[config.mk]
export PLATFORM = sky130hd
export DESIGN_NAME = uart_rx_fifo_fc
export DESIGN_NICKNAME = d
export VERILOG_FILES = /design/src/rtl/rxf_pkg.sv /design/src/rtl/rxf_rst_sync.sv /design/src/rtl/rxf_store.sv /design/src/rtl/rxf_flow.sv /design/src/rtl/uart_rx_fifo_fc.sv
export SDC_FILE = /design/constraint.sdc
export NUM_CORES = 1
export LEC_CHECK = 0
export BUFFER_PORTS_ARGS = -buffer_cell sky130_fd_sc_hd__buf_4
export CORE_MARGIN = 4
export CORE_UTILIZATION = 50
export DETAILED_ROUTE_END_ITERATION = 8
export PLACE_DENSITY = 0.65
export SYNTH_ARGS = -nofsm -noshare
export SYNTH_HDL_FRONTEND = slang
export SYNTH_HIERARCHICAL = 1
export SYNTH_SLANG_ARGS = --single-unit
[constraint.sdc]
create_clock -name clk -period 3.2 [get_ports clk]
set_clock_uncertainty 0.2 [all_clocks]
set_input_delay 0 -clock clk [delete_from_list [all_inputs] [get_ports clk]]
set_output_delay 0 -clock clk [all_outputs]
set_load 0.1 [all_outputs]
[src/rtl/rxf_pkg.sv]
package rxf_pkg;
  localparam int RXF_DATA_W = 8;
  localparam int RXF_ERR_W  = 3;

  typedef struct packed {
    logic [RXF_ERR_W-1:0]  err;
    logic [RXF_DATA_W-1:0] data;
  } rxf_entry_t;
endpackage

[src/rtl/rxf_rst_sync.sv]
module rxf_rst_sync #(
  parameter int STAGES = 2
) (
  input  logic clk,
  input  logic arst_n,
  output logic srst_n
);
  logic [STAGES-1:0] shift_q;
  logic [STAGES-1:0] shift_d;

  always_comb begin
    shift_d = {shift_q[STAGES-2:0], 1'b1};
  end

  always_ff @(posedge clk or negedge arst_n) begin
    if (!arst_n) shift_q <= '0;
    else         shift_q <= shift_d;
  end

  assign srst_n = shift_q[STAGES-1];
endmodule

[src/rtl/rxf_store.sv]
module rxf_store
  import rxf_pkg::*;
#(
  parameter int DEPTH = 64,
  parameter int CNT_W = $clog2(DEPTH + 1)
) (
  input  logic             clk,
  input  logic             rst_n,
  input  logic             fifo_en,
  input  logic             wr_valid,
  input  rxf_entry_t       wr_entry,
  input  logic             rd_en,
  input  logic             stat_rd,
  output rxf_entry_t       head,
  output logic [CNT_W-1:0] count,
  output logic             overrun
);
  localparam int PTR_W = (DEPTH > 1) ? $clog2(DEPTH) : 1;

  rxf_entry_t       mem [DEPTH];
  logic [PTR_W-1:0] wr_ptr_q, wr_ptr_d;
  logic [PTR_W-1:0] rd_ptr_q, rd_ptr_d;
  logic [CNT_W-1:0] count_q, count_d;
  logic             ovr_q, ovr_d;
  logic             mode_q;
  rxf_entry_t       last_q, last_d;

  logic [CNT_W-1:0] cap;
  logic             flush, empty, full, do_push, do_pop, drop;

  function automatic logic [PTR_W-1:0] ptr_inc(input logic [PTR_W-1:0] p);
    return (p == PTR_W'(DEPTH - 1)) ? '0 : p + 1'b1;
  endfunction

  always_comb begin
    cap     = fifo_en ? CNT_W'(DEPTH) : CNT_W'(1);
    flush   = (fifo_en != mode_q);
    empty   = (count_q == '0);
    full    = (count_q >= cap);
    do_pop  = rd_en && !empty && !flush;
    do_push = wr_valid && !flush && (!full || do_pop);
    drop    = wr_valid && !flush && !do_push;

    wr_ptr_d = wr_ptr_q;
    rd_ptr_d = rd_ptr_q;
    count_d  = count_q;
    last_d   = last_q;
    if (flush) begin
      wr_ptr_d = '0;
      rd_ptr_d = '0;
      count_d  = '0;
    end else begin
      if (do_push) wr_ptr_d = ptr_inc(wr_ptr_q);
      if (do_pop) begin
        rd_ptr_d = ptr_inc(rd_ptr_q);
        last_d   = mem[rd_ptr_q];
      end
      if (do_push && !do_pop)      count_d = count_q + 1'b1;
      else if (do_pop && !do_push) count_d = count_q - 1'b1;
    end

    if (drop)         ovr_d = 1'b1;
    else if (stat_rd) ovr_d = 1'b0;
    else              ovr_d = ovr_q;
  end

  always_ff @(posedge clk or negedge rst_n) begin
    if (!rst_n) begin
      wr_ptr_q <= '0;
      rd_ptr_q <= '0;
      count_q  <= '0;
      ovr_q    <= 1'b0;
      mode_q   <= 1'b0;
      last_q   <= '0;
    end else begin
      wr_ptr_q <= wr_ptr_d;
      rd_ptr_q <= rd_ptr_d;
      count_q  <= count_d;
      ovr_q    <= ovr_d;
      mode_q   <= fifo_en;
      last_q   <= last_d;
    end
  end

  always_ff @(posedge clk) begin
    if (do_push) mem[wr_ptr_q] <= wr_entry;
  end

  assign head    = empty ? last_q : mem[rd_ptr_q];
  assign count   = count_q;
  assign overrun = ovr_q;

  p_no_overflow_r1: assert property (@(posedge clk) disable iff (!rst_n)
    count_q <= CNT_W'(DEPTH));

  p_single_cap_r5: assert property (@(posedge clk) disable iff (!rst_n)
    (!fifo_en && !flush) |-> (count_q <= CNT_W'(1)));

  p_drop_sets_r3: assert property (@(posedge clk) disable iff (!rst_n)
    (wr_valid && full && !rd_en && !flush) |=> (ovr_q && $stable(count_q)));

  p_empty_read_r4: assert property (@(posedge clk) disable iff (!rst_n)
    (empty && rd_en && !wr_valid && !flush) |=> (count_q == '0 && $stable(head)));
endmodule

[src/rtl/rxf_flow.sv]
module rxf_flow #(
  parameter int CNT_W       = 7,
  parameter int TRIG_W      = 7,
  parameter int HYST_W      = 4,
  parameter int SYNC_STAGES = 2
) (
  input  logic              clk,
  input  logic              rst_n,
  input  logic              fifo_en,
  input  logic [CNT_W-1:0]  count,
  input  logic [TRIG_W-1:0] trig_lvl,
  input  logic [HYST_W-1:0] hyst,
  input  logic              auto_req_en,
  input  logic              auto_clr_en,
  input  logic              pair_sel,
  input  logic              man_rts,
  input  logic              man_dtr,
  input  logic              cts_n,
  input  logic              dsr_n,
  output logic              rx_irq,
  output logic              rts_n,
  output logic              dtr_n,
  output logic              tx_allow
);
  localparam int BASE_W = (CNT_W > TRIG_W) ? CNT_W : TRIG_W;
  localparam int CMP_W  = ((BASE_W > HYST_W) ? BASE_W : HYST_W) + 1;

  logic [CMP_W-1:0] lvl_x, trig_x, hyst_x, upper, lower;
  logic             req_man, auto_act, hold_q, hold_d;
  logic [1:0]       sync_q [SYNC_STAGES];
  logic             clr_sync;

  always_comb begin
    lvl_x  = CMP_W'(count);
    trig_x = CMP_W'(trig_lvl);
    hyst_x = CMP_W'(hyst);
    upper  = trig_x + hyst_x;
    lower  = (trig_x >= hyst_x) ? (trig_x - hyst_x) : '0;

    req_man  = pair_sel ? man_dtr : man_rts;
    auto_act = auto_req_en && req_man;

    if (!auto_act)            hold_d = 1'b0;
    else if (lvl_x >= upper)  hold_d = 1'b1;
    else if (lvl_x <= lower)  hold_d = 1'b0;
    else                      hold_d = hold_q;
  end

  always_ff @(posedge clk or negedge rst_n) begin
    if (!rst_n) hold_q <= 1'b0;
    else        hold_q <= hold_d;
  end

  genvar g;
  generate
    for (g = 0; g < SYNC_STAGES; g++) begin : g_sync
      logic [1:0] stage_d;
      if (g == 0) begin : g_first
        assign stage_d = {dsr_n, cts_n};
      end else begin : g_rest
        assign stage_d = sync_q[g-1];
      end
      always_ff @(posedge clk or negedge rst_n) begin
        if (!rst_n) sync_q[g] <= 2'b00;
        else        sync_q[g] <= stage_d;
      end
    end
  endgenerate

  assign clr_sync = pair_sel ? sync_q[SYNC_STAGES-1][1] : sync_q[SYNC_STAGES-1][0];
  assign tx_allow = !(auto_clr_en && clr_sync);
  assign rts_n    = !(man_rts && !(hold_q && !pair_sel));
  assign dtr_n    = !(man_dtr && !(hold_q && pair_sel));
  assign rx_irq   = fifo_en ? ((count != '0) && (lvl_x >= trig_x)) : (count != '0);

  p_pause_point_r6: assert property (@(posedge clk) disable iff (!rst_n)
    $rose(hold_q) |-> ($past(lvl_x) >= $past(upper)));

  p_resume_point_r6: assert property (@(posedge clk) disable iff (!rst_n)
    ($fell(hold_q) && $past(auto_act)) |-> ($past(lvl_x) <= $past(lower)));

  p_manual_gate_r7: assert property (@(posedge clk) disable iff (!rst_n)
    !$past(auto_act) |-> !hold_q);

  p_irq_needs_data_r2: assert property (@(posedge clk) disable iff (!rst_n)
    rx_irq |-> (count != '0));
endmodule

[src/rtl/uart_rx_fifo_fc.sv]
module uart_rx_fifo_fc
  import rxf_pkg::*;
#(
  parameter int DEPTH       = 64,
  parameter int TRIG_W      = 7,
  parameter int HYST_W      = 4,
  parameter int SYNC_STAGES = 2,
  parameter int RST_STAGES  = 2,
  localparam int CNT_W      = $clog2(DEPTH + 1)
) (
  input  logic                  clk,
  input  logic                  rst_n,
  input  logic                  fifo_en,
  input  logic                  wr_valid,
  input  logic [RXF_DATA_W-1:0] wr_data,
  input  logic [RXF_ERR_W-1:0]  wr_err,
  input  logic                  rd_en,
  output logic [RXF_DATA_W-1:0] rd_data,
  output logic [RXF_ERR_W-1:0]  rd_err,
  output logic                  rx_ready,
  output logic [CNT_W-1:0]      fill_level,
  output logic                  rx_irq,
  input  logic                  stat_rd,
  output logic                  overrun,
  input  logic [TRIG_W-1:0]     trig_lvl,
  input  logic [HYST_W-1:0]     hyst,
  input  logic                  auto_req_en,
  input  logic                  auto_clr_en,
  input  logic                  pair_sel,
  input  logic                  man_rts,
  input  logic                  man_dtr,
  output logic                  rts_n,
  output logic                  dtr_n,
  input  logic                  cts_n,
  input  logic                  dsr_n,
  output logic                  tx_allow
);
  logic             srst_n;
  rxf_entry_t       in_entry, head;
  logic [CNT_W-1:0] count;

  rxf_rst_sync #(.STAGES(RST_STAGES)) u_rst (
    .clk    (clk),
    .arst_n (rst_n),
    .srst_n (srst_n)
  );

  assign in_entry.data = wr_data;
  assign in_entry.err  = wr_err;

  rxf_store #(.DEPTH(DEPTH), .CNT_W(CNT_W)) u_store (
    .clk      (clk),
    .rst_n    (srst_n),
    .fifo_en  (fifo_en),
    .wr_valid (wr_valid),
    .wr_entry (in_entry),
    .rd_en    (rd_en),
    .stat_rd  (stat_rd),
    .head     (head),
    .count    (count),
    .overrun  (overrun)
  );

  rxf_flow #(
    .CNT_W(CNT_W), .TRIG_W(TRIG_W), .HYST_W(HYST_W), .SYNC_STAGES(SYNC_STAGES)
  ) u_flow (
    .clk         (clk),
    .rst_n       (srst_n),
    .fifo_en     (fifo_en),
    .count       (count),
    .trig_lvl    (trig_lvl),
    .hyst        (hyst),
    .auto_req_en (auto_req_en),
    .auto_clr_en (auto_clr_en),
    .pair_sel    (pair_sel),
    .man_rts     (man_rts),
    .man_dtr     (man_dtr),
    .cts_n       (cts_n),
    .dsr_n       (dsr_n),
    .rx_irq      (rx_irq),
    .rts_n       (rts_n),
    .dtr_n       (dtr_n),
    .tx_allow    (tx_allow)
  );

  assign rd_data    = head.data;
  assign rd_err     = head.err;
  assign fill_level = count;
  assign rx_ready   = (count != '0);
endmodule

==> results.cfg, run 1 <==
[place]
port_buffers = 58
dp_hpwl_um = 51900
placed_cells = 2740
place.gp.congestion = 0.875
post_dp_cell_area_sq_mm = 0.0335

[timing]
relSlewSlack_pct = 31.4
rsz0062_at_grt = yes
timing.final.ws_setup_ns = -0.239
setup_viol = 70
min_period_over_period_pct = 107
drv_slew = 0
timing_hold_violations_final = 0
max_freq_mhz = 291
period_needed_ns = 3.44
worst_slew_pin_slew_ns = 1.03

[worst_setup_path]
start_kind = flip-flop
max_stage_delay_ns = 0.52
path_cells = buf_6 > buf_12 > nor2b_4 > buf_12 > a22oi_1 > nand3_1 > nand4_1 > a222oi_1 > buf_4 > a21oi_4 > buf_12
worstSetupEndpointType = primary output
cp_common_cell = buf_12
cp_max_fo = 8
required_ns = 3.00
path_class = reg -> out
path_delay_family = buffers and inverters
cpMaxStageDelayCell = dfrtp_4
critPathArrivalTime_ns = 3.24
path_buf_inv = 5

[power_and_ir_drop]
power.density_mw_per_mm2 = 695
p_leak_nw = 12.9
ir_drop_mv = 0.399

[layout]
area_growth_pct = 28.0
nNetsFinal = 2243
stdcell_count = 3009
nFillCells = 4082
regArea_sq_mm = 0.0221
drive_gt1_share_pct = 34.6
multi_input_area_sq_mm = 0.00959
diodes = 0
final_area_sq_mm = 0.0394

[status]
status = finished, violations left
violations = setup timing

[clocking]
clock-sinks = 743
clock_latency_ns = 0.64
htreeDepth = 3
clk_path_buf_depth = 3
cts_made_buffers = 77
clkTransAtPathRegs_ns = 0.06
cts_tree = yes
cts_root_buf = clkbuf_16

[synth]
synth-seq-area-share_pct = 72.0
yosys.area.top_type = edfxtp_1
synth_nets = 1904
synthTopCellsByArea = edfxtp_1 69%, mux2i_1 7.2%, mux4_2 5.0%
yosys_register_bits = 743
synth.area.mux_share_pct = 12.7
synth_xor_area_share_pct = 0.484
synth_cells = 1827
synthArstFlopShare_pct = 5.25
synthDistinctLibCells = 80
synth_fa_ha_area_share_pct = 1.78
synth_edf_count = 704
avgSynthCellArea_sq_um = 16.8
synth_warnings = 6
synth_area_sq_mm = 0.0307
synthMostInstantiatedCell = edfxtp_1
synth_top_family_by_area = multiplexers
synth_ff_type = edfxtp_1
netlist_top_cells_count = 704 x edfxtp_1, 222 x mux2i_1, 111 x nand2_1
synth_compound_area_share_pct = 6.11
synthSimpleGateAreaFrac_pct = 5.12
synth_top_area_share_pct = 68.8

[grt]
grt_usage_pct = 25.6
grt_remaining_overflow = 0
antenna_found_initial = 0
grt_pass1_vias = 18239
grt_max_degree = 65
grt_first_pass_wirelength_um = 123000

[floorplanning]
die_width_um = 256
pin_count = 59
start_util_pct = 50.7
fp.dieH_um = 256
die_area_sq_mm = 0.0655
core-area_sq_mm = 0.0606
rows = 90

[drt]
via_per_inst = 6.17
postRouteAntennaNets = 0
num_vias = 18576
drtIter0Drc = 2364
wl_per_cell_um = 29.0
drcViolationCount = 0
wl_um = 87200
drt_first_pass_iters = 5

[worst_hold_path]
hold_class = in -> async

[flow_run]
drv_cap = 0
==> per-stage QoR <==
step                      TNS (ns)  util, %  hold slack [ns]  total power, W  worst slack, ns
after CTS                    -4.63     63.0           0.0123          0.0268           -0.225
after floorplan            -136.09        -           -0.496          0.0150           -0.300
after global placement      -67.49     55.3           -0.417          0.0170           -0.418
after detailed placement    -96.85     55.3           -0.416          0.0171           -0.495
after global routing         -9.65     65.0           0.0594          0.0282           -0.264
final                        -3.80     65.0           0.0499          0.0274           -0.239
==> where the power goes <==
group          internal, W  switching, W  leakage [nW]
clock              0.00500       0.00371          1.20
sequential          0.0108      0.000129          6.81
combinational      0.00327       0.00445          4.86
total               0.0191       0.00828          12.9
==> state kept, by name, summed over array words and instances (netlist names) <==
signal and flops:
u_store/last_q 11, u_flow/hold_q 1, u_store/count 7, u_store/rd_ptr_q 6, u_store/overrun 1, u_store/wr_ptr_q 6, u_rst/shift_q 2, u_store/mem 704
u_store/mode_q 1, u_flow/g_sync.stage_d 2, u_flow/sync_q 2
==> final timing paths <==
path	startpoint	end	slack, ns	depth (start not counted)
worst max-delay path	u_store/rd_ptr_q[0]$_DFFE_PN0P_	rd_err[1]	-0.24	11
worst min-delay path	rst_n	u_rst/shift_q[0]$_DFF_PN0_	0.05	3
worst max register to register	u_store/count[2]$_DFFE_PN0P_	u_store/count[6]$_DFFE_PN0P_	-0.13	11
worst min register to register	u_flow/g_sync[1].stage_d[1]$_DFF_PN0_	u_flow/sync_q[1]$_DFF_PN0_	0.15	0
max in group asynchronous	u_rst/shift_q[1]$_DFF_PN0_	u_store/rd_ptr_q[1]$_DFFE_PN0P_	1.78	0
min in group clk	auto_clr_en	tx_allow	0.13	3
==> placed cells by master, fill, tap and decap left out, drive strengths merged, types with 4 or more instances in the layout <==
| master | count |
|---|---|
| edfxtp | 704 |
| buf | 319 |
| mux2i | 222 |
| nand2 | 111 |
| clkbuf | 106 |
| nor2 | 103 |
| a22oi | 82 |
| mux4 | 68 |
| a21oi | 55 |
| o21ai | 46 |
| ha | 39 |
| dfrtp | 39 |
| nand3 | 33 |
| clkinv | 30 |
| inv | 29 |
| dlygate4sd3 | 28 |
| nand2b | 16 |
| nor2b | 16 |
| nor3 | 15 |
| xnor2 | 14 |
| mux2 | 12 |
| a211oi | 10 |
| nand4 | 8 |
| o32ai | 8 |
| and2 | 8 |
| o31ai | 7 |
| nor4 | 7 |
| a31oi | 7 |
| o211ai | 6 |
| a311oi | 6 |
| bufinv | 5 |
| a2111oi | 5 |
| o41ai | 5 |
| o21a | 4 |
==> final cells by class <==
type	instances	area share, %
Clock inverter	39	1.00
Sequential cell	743	56.3
Clock buffer	101	5.26
Inverter	28	0.277
Tap cell	782	2.49
Timing Repair Buffer	354	10.4
Multi-Input combinational cell	962	24.4
==> logic make-up after synthesis <==
group                    count (synthesis)
buffers and inverters                  122
AND/OR/NAND/NOR                        332
AO/OA/AOI/OAI                          268
other                                    1
multiplexers                           302
flip-flops                             743
adder cells (fa/ha/maj)                 42
XOR/XNOR                                17
==> metal layers <==
layer | up-vias | track usage (%) | wire length, um
met5 | - | 0 | 0
met4 | 0 | 8.75 | 2930
met3 | 156 | 8.29 | 8900
met2 | 888 | 38.9 | 40500
met1 | 9598 | 35.2 | 34900
li1 | 7934 | - | -
==> repair_timing <==
action,CTS,global route
hold endpoints to repair,741,0
pin swaps,59,71
buffers inserted,61,33
gates cloned,10,8
hold buffers,28,0
gates resized for setup,245,194
setup endpoints to repair,636,446
==> worst reg2reg max path, cell delays in order, from the launching register on <==
cell and delay (ns):
dfrtp_4 0.47, or4_4 0.58, buf_6 0.15, o311ai_4 0.28
nand4b_4 0.27, ha_4 0.30, nor2b_4 0.12, o31a_1 0.26
o21ai_2 0.15, a211oi_1 0.09, a211oi_1 0.22, o41ai_2 0.11
No activity file was read; power rests on OpenSTA's default activity.
==> run 2, diff against run 1 <==
CELL_PAD_IN_SITES_DETAIL_PLACEMENT = 1   (was not set)
CELL_PAD_IN_SITES_GLOBAL_PLACEMENT = 1   (was not set)
PLACE_DENSITY = 0.73   (was 0.65)
==> results.cfg, run 2 (synthesis results as in run 1) <==
[clocking]
cts_made_buffers = 77
cts_root_buf = clkbuf_16
clk_path_buf_depth = 3
cts_tree = yes
clock_latency_ns = 0.64
clkTransAtPathRegs_ns = 0.06
htreeDepth = 3
clock-sinks = 743

[layout]
final_core_util_pct = 65.1
area_growth_pct = 28.3
diodes = 0
largest_register = u_store/mem
final_area_sq_mm = 0.0394
layout_commonest_cell = edfxtp_1
stdcell_count = 3019
nNetsFinal = 2254
largest_reg_flops = 704
layout_common_cells = 704 x edfxtp_1, 201 x mux2i_1, 158 x buf_4
drive_gt1_share_pct = 34.5

[grt]
grt_pass1_vias = 19894
grt_max_degree = 65
grtUsageMet1_pct = 39.6
grtUsageMet3_pct = 5.49
grt.met2_usage_pct = 48.3
grt_busiest_layer = met2
grt_usage_pct = 29.2
grt_first_pass_wirelength_um = 140000
antenna_found_initial = 1
grt_remaining_overflow = 0

[drt]
postRouteAntennaNets = 0
wl_um = 106000
via_per_inst = 6.61
wl_per_cell_um = 35.1
drt_first_pass_iters = 5
drcViolationCount = 0
num_vias = 19961
drtIter0Drc = 2614

[place]
port_buffers = 58
place.gp.congestion = 0.922
post_dp_cell_area_sq_mm = 0.0336
dp_hpwl_um = 59300
placed_cells = 2754

[worst_setup_path]
crit_start = u_store/rd_ptr_q[1]$_DFFE_PN0P_
cpMaxStageDelayCell = a222oi_1
cp_max_fo = 9
path_buf_inv = 5
required_ns = 3.00
worstSetupEndpointType = primary output
path_class = reg -> out
r2r-start = u_store/count[2]$_DFFE_PN0P_
critPathArrivalTime_ns = 3.44
path_cells = buf_12 > buf_16 > buf_8 > mux2i_1 > a22oi_1 > nand3_1 > nand4_1 > a222oi_1 > buf_4 > a21oi_4 > buf_12
cp_common_cell = buf_12
start_kind = flip-flop
max_stage_delay_ns = 0.51
path_delay_family = buffers and inverters

[floorplanning]
die_width_um = 256
rows = 90
start_util_pct = 50.7
die_area_sq_mm = 0.0655
core-area_sq_mm = 0.0606
pin_count = 59
fp.dieH_um = 256

[timing]
timing.final.ws_setup_ns = -0.444
rsz0062_at_grt = yes
timing_hold_violations_final = 0
setup_viol = 606
relSlewSlack_pct = 25.2
min_period_over_period_pct = 114
worst_slew_pin_slew_ns = 1.12
max_freq_mhz = 274
drv_slew = 0
period_needed_ns = 3.64

[power_and_ir_drop]
ir_drop_mv = 0.461
p_total_w = 0.0275
power.density_mw_per_mm2 = 698
p_leak_nw = 12.9

[status]
status = finished, violations left
violations = setup timing

[flow_run]
drv_cap = 0

[worst_hold_path]
hold_class = in -> async
==> run 2: timing repair <==
item,CTS,global route
endpoints found under the setup margin,502,627
cloned,17,13
setup buffers,25,44
gates resized for setup,278,211
pin swaps,49,67
hold buffers,28,0
hold endpoints to repair,735,0
==> run 2: area by class of cell <==
cell class / count / area [sq um]
repair buffers: 365 / 4230
clock buffers: 97 / 2040
multi-input cells: 962 / 9590
flip-flops and latches: 743 / 22100
fillers: 5127 / 21100
well taps: 782 / 978
inverters: 28 / 105
clock inverters: 42 / 350
==> run 2: path summary, 6_finish.rpt <==
path,to,slack (ns),cells past startpoint
setup reg to reg,u_store/mem[47][4]$_DFFE_PP_,-0.30,13
max in group asynchronous,u_store/count[2]$_DFFE_PN0P_,1.88,0
setup / recovery,rd_err[1],-0.44,11
hold reg to reg,u_flow/sync_q[1]$_DFF_PN0_,0.15,0
hold / removal,u_rst/shift_q[0]$_DFF_PN0_,0.05,3
min in group clk,tx_allow,0.14,3
==> run 2: worst min-delay path, cell delays in order <==
cell	delay (ns)
dlygate4sd3_1	0.54
buf_4	0.10
dlygate4sd3_1	0.57
==> run 2: per-layer routing <==
metal / up-vias / wire (um)
met3: 286 / 10600
li1: 7945 / -
met1: 10407 / 39500
met2: 1323 / 51800
met5: - / 0
met4: 0 / 4250
==> run 2: report_power, final <==
part / switching, W / total (W) / internal (W)
clock: 0.00387 / 0.00875 / 0.00488
combinational: 0.00470 / 0.00785 / 0.00315
sequential: 0.000143 / 0.0109 / 0.0108
==> run 2: through the flow <==
stage	hold slack, ns	TNS, ns	setup slack (ns)
after global placement	-0.417	-21.64	-0.253
final	0.0536	-65.38	-0.444
after global routing	0.0691	-97.80	-0.551
after floorplan	-0.496	-136.09	-0.300
after CTS	0.0126	-7.73	-0.252
after detailed placement	-0.415	-51.79	-0.407
